<file path="config.mk">
export PLATFORM = sky130hd
export DESIGN_NAME = octave_split_stage
export DESIGN_NICKNAME = d
export VERILOG_FILES = /design/src/rtl/osf_pkg.sv /design/src/rtl/osf_lowpass.sv /design/src/rtl/osf_bandpass.sv /design/src/rtl/osf_power.sv /design/src/rtl/octave_split_stage.sv
export SDC_FILE = /design/constraint.sdc
export NUM_CORES = 1
export LEC_CHECK = 0
export BUFFER_PORTS_ARGS = -buffer_cell sky130_fd_sc_hd__buf_2
export CORE_ASPECT_RATIO = 0.9
export CORE_MARGIN = 4
export CORE_UTILIZATION = 30
export CTS_CLUSTER_SIZE = 25
export DETAILED_ROUTE_END_ITERATION = 8
export HOLD_SLACK_MARGIN = 0.1
export MAX_ROUTING_LAYER = met4
export PLACE_DENSITY = 0.57
export SLEW_MARGIN = 20
export SYNTH_ARGS = -nofsm -noshare
export SYNTH_HDL_FRONTEND = slang
export SYNTH_SLANG_ARGS = --single-unit
export TNS_END_PERCENT = 1
</file>
<file path="constraint.sdc">
create_clock -name clk -period 29.4 [get_ports clk]
set_input_delay 5.88 -clock clk [delete_from_list [all_inputs] [get_ports clk]]
set_output_delay 5.88 -clock clk [all_outputs]
set_load 0.01 [all_outputs]
</file>
<file path="src/rtl/osf_pkg.sv">
package osf_pkg;
  localparam int SW       = 16;
  localparam int DW       = SW + 2;
  localparam int FRAC_MAX = 8;
  localparam int ACC_W    = DW + FRAC_MAX + 3;

  typedef logic signed [SW-1:0]  sample_t;
  typedef logic signed [DW-1:0]  diff_t;
  typedef logic signed [ACC_W-1:0] acc_t;
  typedef logic [SW:0]           mag_t;

  localparam acc_t SAT_HI = acc_t'((2 ** (SW - 1)) - 1);
  localparam acc_t SAT_LO = acc_t'(-(2 ** (SW - 1)));

  // quarter-half-quarter smoothing with round-half-up
  function automatic sample_t lp3(sample_t a, sample_t b, sample_t c);
    logic signed [SW+1:0] ea, eb, ec, s;
    ea = a;
    eb = b;
    ec = c;
    s  = ea + (eb <<< 1) + ec + (SW+2)'(2);
    return sample_t'(s >>> 2);
  endfunction

  // drop frac fraction bits with rounding, then clamp to sample range
  function automatic sample_t sat_round(acc_t s, int unsigned frac);
    acc_t r;
    r = (s + (acc_t'(1) <<< (frac - 1))) >>> frac;
    if (r > SAT_HI) return sample_t'(SAT_HI);
    if (r < SAT_LO) return sample_t'(SAT_LO);
    return sample_t'(r);
  endfunction

  function automatic mag_t mag(sample_t v);
    logic signed [SW:0] e;
    e = v;
    if (e < 0) e = -e;
    return mag_t'(e);
  endfunction
endpackage

</file>
<file path="src/rtl/osf_lowpass.sv">
module osf_lowpass
  import osf_pkg::*;
(
  input  logic    clk,
  input  logic    rst_n,
  input  logic    clr,
  input  logic    in_valid,
  input  sample_t in_data,
  output logic    lp_valid,
  output sample_t lp_data,
  output sample_t filt,
  output sample_t dly3
);
  localparam int HIST = 3;

  sample_t hist [HIST];
  logic    phase;
  logic    emit;

  assign filt = lp3(in_data, hist[0], hist[1]);
  assign dly3 = hist[HIST-1];
  assign emit = in_valid && phase;

  always_ff @(posedge clk or negedge rst_n) begin
    if (!rst_n) begin
      for (int i = 0; i < HIST; i++) hist[i] <= '0;
      phase    <= 1'b0;
      lp_valid <= 1'b0;
      lp_data  <= '0;
    end else if (clr) begin
      for (int i = 0; i < HIST; i++) hist[i] <= '0;
      phase    <= 1'b0;
      lp_valid <= 1'b0;
      lp_data  <= '0;
    end else begin
      lp_valid <= emit;
      if (in_valid) begin
        hist[0] <= in_data;
        for (int i = 1; i < HIST; i++) hist[i] <= hist[i-1];
        phase <= ~phase;
      end
      if (emit) lp_data <= filt;
    end
  end

  // decimated strobes never land on adjacent cycles
  a_r2_decim_gap: assert property (@(posedge clk) disable iff (!rst_n)
    lp_valid |=> !lp_valid);

  // no low-pass strobe without an accepted sample one cycle earlier
  a_r9_lp_needs_input: assert property (@(posedge clk) disable iff (!rst_n)
    (!in_valid || clr) |=> !lp_valid);
endmodule

</file>
<file path="src/rtl/osf_bandpass.sv">
module osf_bandpass
  import osf_pkg::*;
#(
  parameter int unsigned COEF_FRAC = 4,
  parameter int unsigned TAP_SH [4] = '{4, 3, 2, 1},
  parameter logic [3:0]  TAP_NEG = 4'b0101
) (
  input  logic    clk,
  input  logic    rst_n,
  input  logic    clr,
  input  logic    in_valid,
  input  sample_t filt,
  input  sample_t dly3,
  output logic    bp_valid,
  output sample_t bp_data,
  output sample_t bp_next
);
  localparam int NTAP = 7;
  localparam int HALF = (NTAP + 1) / 2;

  diff_t d_new;
  diff_t dh [NTAP-1];
  diff_t w  [NTAP];
  acc_t  term [NTAP];
  acc_t  sum;

  assign d_new = {{(DW-SW){dly3[SW-1]}}, dly3} - {{(DW-SW){filt[SW-1]}}, filt};
  assign w[0]  = d_new;

  for (genvar k = 1; k < NTAP; k++) begin : g_win
    assign w[k] = dh[k-1];
  end

  for (genvar k = 0; k < NTAP; k++) begin : g_tap
    localparam int M  = (k < HALF) ? k : NTAP - 1 - k;
    localparam int UP = COEF_FRAC - TAP_SH[M];
    acc_t wext;
    assign wext = acc_t'(w[k]);
    if (TAP_NEG[M]) begin : g_neg
      assign term[k] = -(wext <<< UP);
    end else begin : g_pos
      assign term[k] = wext <<< UP;
    end
  end

  always_comb begin
    sum = '0;
    for (int k = 0; k < NTAP; k++) sum = sum + term[k];
  end

  assign bp_next = sat_round(sum, COEF_FRAC);

  always_ff @(posedge clk or negedge rst_n) begin
    if (!rst_n) begin
      for (int i = 0; i < NTAP-1; i++) dh[i] <= '0;
      bp_valid <= 1'b0;
      bp_data  <= '0;
    end else if (clr) begin
      for (int i = 0; i < NTAP-1; i++) dh[i] <= '0;
      bp_valid <= 1'b0;
      bp_data  <= '0;
    end else begin
      bp_valid <= in_valid;
      if (in_valid) begin
        dh[0] <= d_new;
        for (int i = 1; i < NTAP-1; i++) dh[i] <= dh[i-1];
        bp_data <= bp_next;
      end
    end
  end

  // one band-pass strobe per accepted sample
  a_r4_bp_per_sample: assert property (@(posedge clk) disable iff (!rst_n)
    (in_valid && !clr) |=> bp_valid);

  // idle or cleared cycles raise no band-pass strobe
  a_r9_bp_quiet: assert property (@(posedge clk) disable iff (!rst_n)
    (!in_valid || clr) |=> !bp_valid);

  // registered band value holds while no sample arrives
  a_r9_bp_hold: assert property (@(posedge clk) disable iff (!rst_n)
    (!in_valid && !clr) |=> $stable(bp_data));
endmodule

</file>
<file path="src/rtl/osf_power.sv">
module osf_power
  import osf_pkg::*;
#(
  parameter int unsigned LOG2_MIN = 2,
  parameter int unsigned LOG2_MAX = 8,
  localparam int NSEL_W = $clog2(LOG2_MAX + 1)
) (
  input  logic              clk,
  input  logic              rst_n,
  input  logic              clr,
  input  logic              smp_valid,
  input  sample_t           smp,
  input  logic [NSEL_W-1:0] avg_log2,
  output logic              pwr_valid,
  output logic [SW-1:0]     pwr_data
);
  localparam int CNT_W  = LOG2_MAX;
  localparam int PACC_W = SW + 1 + LOG2_MAX;
  localparam logic [NSEL_W-1:0] N_MIN = NSEL_W'(LOG2_MIN);
  localparam logic [NSEL_W-1:0] N_MAX = NSEL_W'(LOG2_MAX);

  logic [CNT_W-1:0]  cnt;
  logic [NSEL_W-1:0] n_q, n_in, n_eff;
  logic [PACC_W-1:0] acc, acc_next;
  logic [CNT_W:0]    cnt_p1, win;
  logic              last;

  assign n_in     = (avg_log2 < N_MIN) ? N_MIN : (avg_log2 > N_MAX) ? N_MAX : avg_log2;
  assign n_eff    = (cnt == '0) ? n_in : n_q;
  assign cnt_p1   = {1'b0, cnt} + 1'b1;
  assign win      = (CNT_W+1)'(1) << n_eff;
  assign last     = (cnt_p1 == win);
  assign acc_next = acc + {{(PACC_W-SW-1){1'b0}}, mag(smp)};

  always_ff @(posedge clk or negedge rst_n) begin
    if (!rst_n) begin
      cnt <= '0; acc <= '0; n_q <= N_MIN;
      pwr_valid <= 1'b0; pwr_data <= '0;
    end else if (clr) begin
      cnt <= '0; acc <= '0; n_q <= N_MIN;
      pwr_valid <= 1'b0; pwr_data <= '0;
    end else begin
      pwr_valid <= smp_valid && last;
      if (smp_valid) begin
        n_q <= n_eff;
        if (last) begin
          pwr_data <= SW'(acc_next >> n_eff);
          acc      <= '0;
          cnt      <= '0;
        end else begin
          acc <= acc_next;
          cnt <= cnt_p1[CNT_W-1:0];
        end
      end
    end
  end

  // mean magnitude never exceeds full scale
  a_r6_pwr_bound: assert property (@(posedge clk) disable iff (!rst_n)
    pwr_valid |-> (pwr_data <= SW'(2 ** (SW - 1))));

  // latched exponent stays inside the clamp range
  a_r7_n_range: assert property (@(posedge clk) disable iff (!rst_n)
    (n_q >= N_MIN) && (n_q <= N_MAX));

  // a running window never outgrows its latched length
  a_r8_window_limit: assert property (@(posedge clk) disable iff (!rst_n)
    (cnt != '0) |-> ({1'b0, cnt} < ((CNT_W+1)'(1) << n_q)));
endmodule

</file>
<file path="src/rtl/octave_split_stage.sv">
module octave_split_stage
  import osf_pkg::*;
#(
  parameter int unsigned COEF_FRAC = 4,
  parameter int unsigned TAP_SH [4] = '{4, 3, 2, 1},
  parameter logic [3:0]  TAP_NEG = 4'b0101,
  parameter int unsigned LOG2_MIN = 2,
  parameter int unsigned LOG2_MAX = 8,
  localparam int NSEL_W = $clog2(LOG2_MAX + 1)
) (
  input  logic              clk,
  input  logic              rst_n,
  input  logic              clr,
  input  logic              in_valid,
  input  logic [SW-1:0]     in_data,
  input  logic [NSEL_W-1:0] avg_log2,
  output logic              lp_valid,
  output logic [SW-1:0]     lp_data,
  output logic              bp_valid,
  output logic [SW-1:0]     bp_data,
  output logic              pwr_valid,
  output logic [SW-1:0]     pwr_data
);
  sample_t x_in, filt, dly3, lp_s, bp_s, bp_next;
  logic    take;

  assign x_in    = sample_t'(in_data);
  assign take    = in_valid && !clr;
  assign lp_data = lp_s;
  assign bp_data = bp_s;

  osf_lowpass u_lp (
    .clk(clk), .rst_n(rst_n), .clr(clr), .in_valid(in_valid), .in_data(x_in),
    .lp_valid(lp_valid), .lp_data(lp_s), .filt(filt), .dly3(dly3)
  );

  osf_bandpass #(.COEF_FRAC(COEF_FRAC), .TAP_SH(TAP_SH), .TAP_NEG(TAP_NEG)) u_bp (
    .clk(clk), .rst_n(rst_n), .clr(clr), .in_valid(in_valid), .filt(filt),
    .dly3(dly3), .bp_valid(bp_valid), .bp_data(bp_s), .bp_next(bp_next)
  );

  osf_power #(.LOG2_MIN(LOG2_MIN), .LOG2_MAX(LOG2_MAX)) u_pw (
    .clk(clk), .rst_n(rst_n), .clr(clr), .smp_valid(take), .smp(bp_next),
    .avg_log2(avg_log2), .pwr_valid(pwr_valid), .pwr_data(pwr_data)
  );

  // a power result closes a window on a band-pass sample
  a_r6_pwr_with_bp: assert property (@(posedge clk) disable iff (!rst_n)
    pwr_valid |-> bp_valid);

  // clear leaves every strobe low next cycle
  a_r1_clear_quiet: assert property (@(posedge clk) disable iff (!rst_n)
    clr |=> (!lp_valid && !bp_valid && !pwr_valid));
endmodule

</file>
Word level (Yosys, flattened, before mapping)
Cells that the tools add are included.
{"block": "totals", "regBits": 245, "input_bits": 24, "out_inout_bits": 51}
{"block": "classes", "addsub": 18, "order_cmp": 5, "eq_ne": 1, "shifts": 2, "mux": 35, "n_bitwise": 1, "n_reduce_logical": 10}
{"cell": "2-to-1 mux 108 bit", "count": 2}
{"cell": "2-to-1 mux 16 bit", "count": 11}
{"cell": "2-to-1 mux 48 bit", "count": 2}
{"cell": "adder 29 bit", "count": 3}
{"cell": "2-to-1 mux 25 bit", "count": 3}
{"cell": "adder 29 x 19 -> 29 bit", "count": 2}
{"cell": "negator 20 -> 29 bit", "count": 2}
{"cell": "adder 29 x 21 -> 29 bit", "count": 1}
{"cell": "adder 29 x 5 -> 29 bit, second input constant", "count": 1}
{"cell": "negator 17 -> 29 bit", "count": 1}
{"cell": "negator 18 -> 29 bit", "count": 1}
{"cell": "adder 25 x 17 -> 25 bit", "count": 1}
{"cell": "greater-than comparator 25 x 16 -> 1 bit, second input constant", "count": 1}
{"cell": "less-than comparator 25 x 16 -> 1 bit, second input constant", "count": 1}
{"cell": ">> shifter 25 x 4 -> 16 bit", "count": 1}
{"cell": "2-to-1 mux 8 bit", "count": 3}
{"cell": "2-to-1 mux 4 bit", "count": 5}
{"cell": "adder 16 x 17 -> 18 bit", "count": 1}
{"cell": "adder 18 x 16 -> 18 bit", "count": 1}
{"cell": "adder 18 x 3 -> 18 bit, second input constant", "count": 1}
{"cell": "2-to-1 mux 17 bit", "count": 1}
{"cell": "negator 16 -> 17 bit", "count": 1}
{"cell": "subtractor 16 x 16 -> 17 bit", "count": 1}
{"cell": "less-than comparator 16 x 1 -> 1 bit, second input constant", "count": 1}
{"cell": "other kinds (12)", "count": 24}

Logic depth before layout (Yosys ltp)
Gate-level depths: netlist of the first run.
{"block": "logic_depth", "word_depth": 24, "ltp_mapped": 59}

Modules after synthesis
A second synthesis of the first run with hierarchy kept.
{"block": "unflattened", "hier_cells": 2093, "area_unflattened_um2": 19209.7}
{"module": "osf_bandpass", "instances": 1, "cells_each": 1027, "area_per_inst_um2": 9779.4, "seq_area_each_um2": 2977.9}
{"module": "osf_power", "instances": 1, "cells_each": 721, "area_per_inst_um2": 5594.1, "seq_area_each_um2": 1352.5}
{"module": "osf_lowpass", "instances": 1, "cells_each": 344, "area_per_inst_um2": 3822.4, "seq_area_each_um2": 1651.6}
{"module": "octave_split_stage", "instances": 1, "cells_each": 1, "area_per_inst_um2": 13.8, "seq_area_each_um2": 0.0}

Worst setup path before layout of the first run
No wires, ideal clock.
{"block": "synth_timing", "path_kind": "in2reg", "startpoint": "input in_data[1]", "endpoint": "register u_pw.pwr_data[3]", "setup_time_ps": 128, "arrival_ps": 17931, "required_ps": 29272, "path_slack_ps": 11341, "stages": 56, "path_cell_list": "inv_1 > ha_1 > inv_1 > ha_1 > a21o_1 > a21oi_1 > o21bai_1 > a21oi_1 > o21ai_0 > a211oi_1 > o21bai_1 > xnor2_1 > ha_1 > and3_1 > a21oi_1 > nand3_1 > a31o_2 > a211oi_1 > (+20 left out) > ha_1 > inv_1 > or3_1 > nor4_1 > nand3_1 > o21ai_0 > a211oi_1 > a221oi_1 > ha_1 > and3_1 > and3_1 > or3_1 > or3_1 > and2_1 > mux4_2 > a21o_1 > a21oi_1 > o41ai_1"}
{"block": "synth_between", "elab_chain_len": 24, "word_cells_on_any_way": 28, "classes_between": "add/sub (14); order compare (3); shift (1); mux (10)"}
{"element": "start: declaration", "line": "octave_split_stage.sv:15", "source": "input logic [SW-1:0] in_data,"}
{"element": "adder 16 x 17 -> 18 bit (*)", "line": "osf_pkg.sv:21", "source": "s = ea + (eb <<< 1) + ec + (SW+2)'(2);"}
{"element": "adder 18 x 16 -> 18 bit (*)", "line": "osf_pkg.sv:21"}
{"element": "adder 18 x 3 -> 18 bit (*)", "line": "osf_pkg.sv:21"}
{"element": "subtractor 16 x 16 -> 17 bit (*)", "line": "osf_bandpass.sv:27", "source": "assign d_new = {{(DW-SW){dly3[SW-1]}}, dly3} - {{(DW-SW){filt[SW-1]}}, filt};"}
{"element": "negator 17 -> 29 bit (*)", "line": "osf_bandpass.sv:40", "source": "assign term[k] = -(wext <<< UP);"}
{"element": "adder 29 x 19 -> 29 bit (*)", "line": "osf_bandpass.sv:48", "source": "for (int k = 0; k < NTAP; k++) sum = sum + term[k];"}
{"element": "adder 29 bit (*)", "line": "osf_bandpass.sv:48"}
{"element": "adder 29 x 21 -> 29 bit (*)", "line": "osf_bandpass.sv:48"}
{"element": "(+8 left out)"}
{"element": "2-to-1 mux 16 bit (*)", "line": "osf_pkg.sv:30", "source": "if (r < SAT_LO) return sample_t'(SAT_LO);"}
{"element": "negator 16 -> 17 bit / less-than comparator 16 x 1 -> 1 bit (equally long branches)", "line": "osf_pkg.sv:37", "source": "if (e < 0) e = -e;"}
{"element": "2-to-1 mux 17 bit (*)", "line": "osf_pkg.sv:37"}
{"element": "adder 25 x 17 -> 25 bit (*)", "line": "osf_power.sv:33", "source": "assign acc_next = acc + {{(PACC_W-SW-1){1'b0}}, mag(smp)};"}
{"element": ">> shifter 25 x 4 -> 16 bit (*)", "line": "osf_power.sv:47", "source": "pwr_data <= SW'(acc_next >> n_eff);"}
{"element": "2-to-1 mux 16 bit (*)", "line": "osf_power.sv:46", "source": "if (last) begin"}
{"element": "2-to-1 mux 16 bit (*)", "line": "osf_power.sv:44", "source": "if (smp_valid) begin"}
{"element": "2-to-1 mux 16 bit (*)", "line": "osf_power.sv:39", "source": "end else if (clr) begin"}
{"element": "end signal: assignment", "line": "osf_power.sv:47"}
{"element": "end: declaration", "line": "osf_power.sv:15", "source": "output logic [SW-1:0] pwr_data"}
Every way passes the cells marked *; elsewhere a longest branch is shown, timed or not. The select of a mux whose other input is x is not followed.
A chain may end at the register's enable or synchronous reset.

Worst setup path after layout of the first run
{"block": "layout_timing", "startpoint": "input in_data[2]", "endpoint": "register u_pw.pwr_data[3]"}
Same word-level chain as after synthesis.

==> results.cfg, run 1 <==
[clock_tree]
htree_levels = 1
cts_buffers = 30
ctsHoldBuffers = 0
postCtsSetupBuffers = 0
cts-root-buf = clkbuf_16
cts_resized = 0
clkSinkCount = 239
insertion_delay_ns = 0.59
cts_tree = built
path_clk_slew_ns = 0.06
clk_path_buf_depth = 3

[detailed_routing]
via_per_inst = 5.13
drt-pass1-iter-count = 5
drt_iter0_markers = 900
ant_nets = 0
num_vias = 14796
drc = 0
routedWlPerCell_um = 17.2
drt-total-wl_um = 49700

[global_route]
antenna_found_initial = 1
grt_pass1_wl_um = 82300
grt_max_degree = 103
grt_overflow = 0
grt_usage = 0.155
grt_pass1_vias = 15003

[yosys]
yosys.area.top_type = dfrtp_1
ys_warn_count = 0
synth_area_leaders = dfrtp_1 (32%), fa_1 (12%), mux2i_1 (7.7%)
async_reset_ff_frac = 1.00
synth_top_family_by_area = adder cells
ys_seq_elements = 239
syn-cell-area_mm2 = 0.0185
synth-simple-area-share = 0.142
ys.flop_type = dfrtp_1
syn_area_per_cell_um2 = 9.07
synth_cells = 2039
muxShareOfSynthArea = 0.0853
synth_compound_area_frac = 0.160
synth.distinct_cells = 89
synth.net_count = 2266
synth-xor-area-share = 0.0294
synth_edf_count = 0
seq_area_frac_synth = 0.323
synth_fa_ha_area_frac = 0.181
synth_top_area_frac = 0.322

[floorplan]
chipHeight_um = 244
initial_core_util = 0.303
dieArea_mm2 = 0.0657
rows = 86
fp.dieW_um = 270
core-area_mm2 = 0.0611
io-pin-count = 75

[timing]
finClkSkew_ns = 0.0166
grt_setup_unrepaired = false
finalSetupViolCount = 0
fmax_ghz = 0.0503
tightest_slew_ns = 0.974
min_period_over_period = 0.676
max_slew_margin = 0.340
fin_setup_tns_ns = 0
final_max_slew_viol_count = 0
finalHoldViolCount = 0
period_needed_ns = 19.88

[setup_path]
r2r_start = u_lp.hist[17]$_DFFE_PN0P_
worst_path_max_delay_cell = a31oi_1
cp_max_fo = 19
crit_type = primary input to flip-flop
reg2reg_depth = 52
critPathLaunch = in_data[2]
crit_arrival_ns = 20.36
required_ns = 29.88
worst_setup_path_start_kind = primary input
critPathMaxStageDelay_ns = 0.67
cp-end-kind = flip-flop

[finish]
drive_gt1_frac = 0.0841
antenna_cells = 0
fill_cells = 6306
areaGrowthSynthToFinish_pct = 11.8
layout.nets = 2296
stdcell_area_mm2 = 0.0207

[flow_run]
drv_cap = 0

[worst_hold_path]
hold_path_depth = 2
hp-class = flip-flop to flip-flop
hp-start = u_lp.lp_data[12]$_DFFE_PN0P_

[place]
place_hpwl_um = 36400
gp_congestion = 0.899
portBuffers = 74
dpl_cell_area_mm2 = 0.0196

[outcome]
status = complete, no violations
logic make-up (layout without fill, tap and decap cells):
logic type / count (synthesis) / in the layout
buffers and inverters: 378 / 431
AND/OR/NAND/NOR: 569 / 569
flip-flops: 239 / 239
AO/OA/AOI/OAI: 435 / 435
XOR/XNOR: 62 / 62
other: 1 / 1
adder cells (fa/ha/maj): 203 / 203
multiplexers: 152 / 152
through the flow:
step / instances / worst slack, ns / hold WS (ns) / util
floorplan: 2039 / 11.34 / 0.444 / -
global placement: 2828 / 9.22 / 0.462 / 0.321
detailed placement: 2828 / 9.01 / 0.475 / 0.321
CTS: 2883 / 9.62 / 0.489 / 0.338
global route: 2884 / 8.23 / 0.512 / 0.338
finish: 2884 / 9.52 / 0.482 / 0.338
cells in the mapped netlist, types with 11 or more instances:
library cell / instances
inv_1: 281
dfrtp_1: 238
nor2_1: 233
mux2i_1: 143
nand2_1: 130
fa_1: 108
ha_1: 95
a21oi_1: 90
o21ai_0: 89
clkbuf_1: 66
xnor2_1: 39
nand3_1: 38
a22o_1: 32
nor3_1: 30
and3_1: 26
a31oi_1: 23
xor2_1: 23
a21o_1: 22
o211ai_1: 21
buf_1: 20
a211oi_1: 19
nor2b_1: 16
o21a_1: 16
or3_1: 16
a311oi_1: 12
nand2b_1: 12
and2_1: 11
layer usage:
layer | vias up | part of all wire | global-route usage
met4 | 0 | 0.023 | 0.0331
li1 | 7054 | - | -
met2 | 350 | 0.44 | 0.236
met1 | 7314 | 0.49 | 0.220
met3 | 78 | 0.045 | 0.0214
met5 | - | 0 | -
critical path, delay by kind of cell:
kind                       cells  cell delay, ns
AOI/OAI and AO/OA             19            5.71
xor gates and xnor gates       3            1.01
adders and majority gates     10            4.15
buffers and inverters          6            0.47
muxes                          1            0.32
and+or+nand+nor               11            2.82
sequential cells by signal, summed over array words and instances, names as in the netlist:
signal          flops
u_bp.dh           102
u_lp.hist          32
u_pw.acc           25
u_bp.bp_data       16
u_lp.dly3          16
u_lp.lp_data       16
u_pw.pwr_data      16
u_pw.cnt            8
u_pw.n_q            4
u_bp.bp_valid       1
u_lp.lp_valid       1
u_lp.phase          1
u_pw.pwr_valid      1
final cells by class:
cell class	count	area [µm²]	share of cell area
clock buffers	41	842	0.0407
repair buffers	93	554	0.0268
inverters	283	1070	0.0516
multi-input cells	1422	11100	0.536
flip-flops and latches	239	5980	0.289
well taps	792	991	0.0479
clock inverters	14	153	0.00738
cells in the final DEF, fill, tap and decap left out, types with 6 or more instances in the layout:
cell type,count
a211oi_1,19
a21boi_0,8
a21o_1,22
a21oi_1,90
a221oi_1,6
a22o_1,32
a311oi_1,12
a31oi_1,23
and2_1,11
and3_1,26
buf_2,71
buf_4,19
clkbuf_1,6
clkbuf_16,30
clkbuf_8,6
clkinv_2,9
dfrtp_1,238
fa_1,108
ha_1,95
inv_1,281
mux2i_1,143
nand2_1,130
nand2b_1,12
nand3_1,38
nand4_1,10
nor2_1,232
nor2b_1,16
nor3_1,30
nor3b_1,8
nor4_1,9
o2111ai_1,8
o211ai_1,21
o21a_1,16
o21ai_0,89
o21ai_1,6
o22ai_1,6
o31ai_1,10
or3_1,16
xnor2_1,39
xor2_1,23
worst paths after layout:
| check | end | slack (ns) |
|---|---|---|
| hold reg to reg | u_lp.lp_data[12]$_DFFE_PN0P_ | 0.48 |
| setup / recovery | u_pw.pwr_data[3]$_DFFE_PN0P_ | 9.52 |
| max in group asynchronous | u_bp.dh[30]$_DFFE_PN0P_ | 22.60 |
| hold / removal | u_lp.lp_data[12]$_DFFE_PN0P_ | 0.48 |
| setup reg to reg | u_pw.pwr_data[3]$_DFFE_PN0P_ | 14.51 |
| min in group asynchronous | u_pw.acc[12]$_DFFE_PN0P_ | 5.37 |
Power of run 1 is left out: the tool's default activity adds up to more than one toggle a clock period on the data nets, which glitch-free logic cannot reach.
==> run 2: changes to the inputs <==
ABC_AREA = 1   (was unset)
clock period = 20 ns   (was 29.4 ns; I/O delays follow)
==> run 2 against run 1 <==
  * Count of clock-buffer cells in the layout down 2
  * Wire length down 7.6%
  * Worst hold slack worse by 0.0099 ns
  * Register-to-register slack got worse by 7.4 ns
  * First-iteration DRC count up 10%
  * Die area is 4.4% lower
==> results.cfg, run 2 <==
[outcome]
status = complete, no violations

[yosys]
ys_seq_elements = 239
ys_warn_count = 0
synth_edf_count = 0
synth_most_common_cell = nand2_1
yosys.area.top_type = dfrtp_1
synth.distinct_cells = 50
ys_top_cells_by_count = nand2_1 (495), inv_1 (488), dfrtp_1 (238), nand3_1 (177), o22ai_1 (130)
async_reset_ff_frac = 1.00
syn-cell-area_mm2 = 0.0177
syn_area_per_cell_um2 = 7.84
ys.flop_type = dfrtp_1
synth.net_count = 2479
synth_cells = 2252
synth_top_area_frac = 0.337
seq_area_frac_synth = 0.339
synth_area_leaders = dfrtp_1 (34%), fa_1 (12%), nand2_1 (11%)

[clock_tree]
clk_path_buf_depth = 3
insertion_delay_ns = 0.57
cts_resized = 0
cts_buffers = 27
path_clk_slew_ns = 0.06
cts-root-buf = clkbuf_16
clkSinkCount = 239
postCtsSetupBuffers = 0
cts_tree = built
ctsHoldBuffers = 0
htree_levels = 1

[timing]
tightest_slew_ns = 1.05
finalHoldViolCount = 0
grt_setup_unrepaired = false
final_max_slew_viol_count = 0
min_period_over_period = 0.804
fin_setup_tns_ns = 0
fmax_ghz = 0.0622
period_needed_ns = 16.09
setup_ws_ns = 3.91
finalSetupViolCount = 0
max_slew_margin = 0.298
finClkSkew_ns = 0.0236

[setup_path]
cp_max_fo = 22
worst_r2r_endpoint = u_pw.pwr_data[15]$_DFFE_PN0P_
cp-end-kind = flip-flop
worst_setup_path_start_kind = primary input
r2r_start = u_lp.hist[18]$_DFFE_PN0P_
crit_type = primary input to flip-flop
reg2reg_slack_ns = 7.08
critPathLaunch = in_data[2]
required_ns = 20.44
worst_path_max_delay_cell = fa_1
critPathMaxStageDelay_ns = 0.53
crit_top_cell = nand2_1
reg2reg_depth = 69
crit_arrival_ns = 16.52

[floorplan]
rows = 84
core-area_mm2 = 0.0583
chipHeight_um = 238
fp.dieW_um = 264
initial_core_util = 0.303
io-pin-count = 75
dieArea_mm2 = 0.0628

[global_route]
grt_max_degree = 139
antenna_found_initial = 1
grt_usage = 0.149
grt_pass1_vias = 14801
grt_pass1_wl_um = 76900
grt_overflow = 0

[detailed_routing]
drt-total-wl_um = 45900
via_per_inst = 4.76
drc = 0
ant_nets = 0
routedWlPerCell_um = 14.8
drt-pass1-iter-count = 5
drt_iter0_markers = 994
num_vias = 14730

[finish]
layout_common_cells = nand2_1 (495), inv_1 (488), dfrtp_1 (238)
final_common_cell = nand2_1
fill_cells = 6171
layout.nets = 2525
drive_gt1_frac = 0.0690
largest_reg_flops = 102
top_regs = u_bp.dh (102), u_lp.hist (32), u_pw.acc (25)
largest_register = u_bp.dh
areaGrowthSynthToFinish_pct = 12.0

[place]
portBuffers = 74
place_ws_ns = 3.37
place_hpwl_um = 34900
gp_congestion = 0.942

[worst_hold_path]
hp-class = flip-flop to flip-flop
hold_path_depth = 2
hp-start = u_pw.pwr_data[14]$_DFFE_PN0P_
min_to = u_pw.pwr_data[14]$_DFFE_PN0P_

[flow_run]
drv_cap = 0
==> run 2: changes by cell type after synthesis, moves of 25 or more <==
| cell | delta |
|---|---|
| o21ai_0 | +38 |
| xor2_1 | +25 |
| mux2i_1 | -143 |
| o22ai_1 | +124 |
| inv_1 | +207 |
| nand3_1 | +139 |
| and3_1 | -26 |
| nand2_1 | +365 |
| nor2_1 | -155 |
| a21oi_1 | -32 |
| a22o_1 | -30 |
| xnor2_1 | -25 |
==> run 2: worst max path at each step <==
stage               slack [ns]                            end
CTS                       3.95   u_pw.pwr_data[0]$_DFFE_PN0P_
finish                    3.91  u_pw.pwr_data[15]$_DFFE_PN0P_
floorplan                 5.74   u_pw.pwr_data[2]$_DFFE_PN0P_
global route              2.40   u_pw.pwr_data[5]$_DFFE_PN0P_
global placement          3.61   u_pw.pwr_data[5]$_DFFE_PN0P_
detailed placement        3.37   u_pw.pwr_data[0]$_DFFE_PN0P_
==> run 2: cell type report <==
class / count / area [µm²] / area share
Timing Repair Buffer: 79 / 430 / 0.0218
Multi-Input combinational cell: 1453 / 9580 / 0.484
Tap cell: 774 / 968 / 0.0490
Clock inverter: 11 / 173 / 0.00873
Clock buffer: 39 / 771 / 0.0390
Antenna cell: 1 / 2.50 / 0.000127
Inverter: 498 / 1880 / 0.0949
Sequential cell: 239 / 5980 / 0.302
==> run 2: cells by family after synthesis <==
group,Yosys count,share of synthesized area
other cells,1,0.000212
buf+inv,560,0.121
fa+ha+maj,203,0.190
compound gates,362,0.118
xor+xnor,62,0.0307
flops,239,0.339
simple gates,825,0.202
==> run 2: stage by stage <==
step           std cells  area (µm²)  hold slack [ns]   util
6_report            3094       19800            0.472  0.339
5_1_grt             3094       19800            0.492  0.339
4_1_cts             3093       19800            0.476  0.339
3_5_place_dp        3043       18800            0.462  0.323
3_3_place_gp        3043       18800            0.457  0.323
2_1_floorplan       2252       17700            0.453      -
==> run 2: routing by layer <==
| metal | share of wire | GRT usage | wire length [µm] | up-vias |
|---|---|---|---|---|
| met5 | 0 | - | 0 | - |
| met2 | 0.45 | 0.233 | 20800 | 290 |
| met4 | 0.016 | 0.0235 | 714 | 0 |
| met3 | 0.041 | 0.0206 | 1860 | 55 |
| met1 | 0.49 | 0.212 | 22500 | 7137 |
| li1 | - | - | - | 7248 |
==> run 2: critical path, delay by kind of cell <==
kind	cells	cell delay [ns]
buffers and inverters	10	0.89
XOR/XNOR	1	0.19
AO/OA/AOI/OAI	6	1.53
adder cells (fa/ha/maj)	10	4.07
AND/OR/NAND/NOR	43	5.83
Power of run 2 is left out for the same reason.
==> run 3: changes to the inputs <==
clock period = 16.8 ns   (was 20 ns; I/O delays follow)
==> run 3 against run 2 <==
  * Count of clock-buffer cells in the layout fell by 2
  * Cell area fell by 0.16%
  * Worst hold slack barely moved
  * Register-to-register slack got worse by 3.0 ns
  * Via count fell by 0.73%
  * First-iteration DRC count fell by 3.0%
  * Sequential cell count did not move
  * Setup slack got worse by 2.4 ns
  * Cell count barely moved
  * Non-clock buffer count rose by 1
  * Critical path type unchanged
==> results.cfg, run 3 (synthesis gave the netlist of run 2 again) <==
[setup_path]
cp-end-kind = flip-flop
critPathMaxStageDelay_ns = 0.53
cp_max_fo = 22
worst_setup_path_start_kind = primary input
required_ns = 17.29
crit_type = primary input to flip-flop
crit_arrival_ns = 15.75
worst_path_max_delay_cell = fa_1
crit_top_cell = nand2_1
reg2reg_depth = 67

[timing]
final_max_slew_viol_count = 0
fmax_ghz = 0.0655
setup_ws_ns = 1.54
tightest_slew_ns = 1.03
finalHoldViolCount = 0
max_slew_margin = 0.315
fin_setup_tns_ns = 0
period_needed_ns = 15.26
min_period_over_period = 0.908
finalSetupViolCount = 0
grt_setup_unrepaired = false
finClkSkew_ns = 0.0236

[outcome]
status = complete, no violations

[detailed_routing]
via_per_inst = 4.73
drt-pass1-iter-count = 6
drc = 0
drt-total-wl_um = 45700
num_vias = 14622
ant_nets = 0
drt_iter0_markers = 964
routedWlPerCell_um = 14.8

[finish]
antenna_cells = 0
top_regs = u_bp.dh (102), u_lp.hist (32), u_pw.acc (25)
drive_gt1_frac = 0.0699
largest_register = u_bp.dh
fill_cells = 6183
final_common_cell = nand2_1
layout_common_cells = nand2_1 (494), inv_1 (488), dfrtp_1 (238)
layout.nets = 2526
largest_reg_flops = 102
areaGrowthSynthToFinish_pct = 11.8

[floorplan]
fp.dieW_um = 264
core-area_mm2 = 0.0583
io-pin-count = 75
dieArea_mm2 = 0.0628
initial_core_util = 0.303
chipHeight_um = 238
rows = 84

[flow_run]
drv_cap = 0

[clock_tree]
clk_path_buf_depth = 3
path_clk_slew_ns = 0.06
cts_tree = built
htree_levels = 1
insertion_delay_ns = 0.57
cts_buffers = 27
cts-root-buf = clkbuf_16
clkSinkCount = 239

[place]
place_ws_ns = 0.815
place_hpwl_um = 34900
portBuffers = 74
gp_congestion = 0.944

[global_route]
antenna_found_initial = 0
grt_overflow = 0
grt_max_degree = 139
grt_pass1_wl_um = 77000
grt_pass1_vias = 14729
grt_usage = 0.150

[worst_hold_path]
hold_path_depth = 2
hp-class = flip-flop to flip-flop
[run 3: layer usage]
| layer | up-vias | routed length [µm] | global-route usage |
|---|---|---|---|
| li1 | 7246 | - | - |
| met1 | 7047 | 22700 | 0.216 |
| met2 | 279 | 20600 | 0.232 |
| met3 | 50 | 1700 | 0.0170 |
| met4 | 0 | 737 | 0.0253 |
| met5 | - | 0 | - |
[run 3: repair_timing]
item                                    in CTS  in global routing
hold buffers                                 0                  0
resized for setup                            0                  2
endpoints found under the hold margin        0                  0
buffers inserted                             0                  0
endpoints found under the setup margin       0                 16
[run 3: layout make-up]
class,instances,area (µm²),area share
Multi-Input combinational cell,1453,9580,0.485
Clock inverter,12,156,0.00792
Sequential cell,239,5980,0.303
Inverter,498,1880,0.0950
Clock buffer,37,743,0.0376
Timing Repair Buffer,80,438,0.0222
Tap cell,774,968,0.0490
[run 3: metrics by stage]
stage | cells | area [µm²] | hold WS (ns) | util
after floorplan | 2252 | 17700 | 0.453 | -
after global placement | 3044 | 18800 | 0.457 | 0.323
after detailed placement | 3044 | 18800 | 0.462 | 0.323
after CTS | 3093 | 19700 | 0.476 | 0.338
after global routing | 3093 | 19700 | 0.495 | 0.339
final | 3093 | 19700 | 0.472 | 0.339
[run 3: worst paths after layout]
check                           slack, ns                          start                       endpoint
worst max-delay path                 1.54                     in_data[2]   u_pw.pwr_data[8]$_DFFE_PN0P_
worst min-delay path                 0.47  u_pw.pwr_data[14]$_DFFE_PN0P_  u_pw.pwr_data[14]$_DFFE_PN0P_
worst max register to register       4.06      u_lp.hist[18]$_DFFE_PN0P_   u_pw.pwr_data[8]$_DFFE_PN0P_
worst min register to register       0.47  u_pw.pwr_data[14]$_DFFE_PN0P_  u_pw.pwr_data[14]$_DFFE_PN0P_
max in group asynchronous           12.71                          rst_n   u_bp.bp_data[12]$_DFFE_PN0P_
min in group asynchronous            2.81                          rst_n    u_lp.lp_data[2]$_DFFE_PN0P_
[run 3: critical path: cells and delay by family]
kind	cells	cell delay (ns)
xor gates and xnor gates	2	0.50
and+or+nand+nor	42	5.47
AOI/OAI and AO/OA	6	1.58
buffers and inverters	8	0.72
adders and majority gates	10	4.09
Power of run 3 is left out for the same reason.
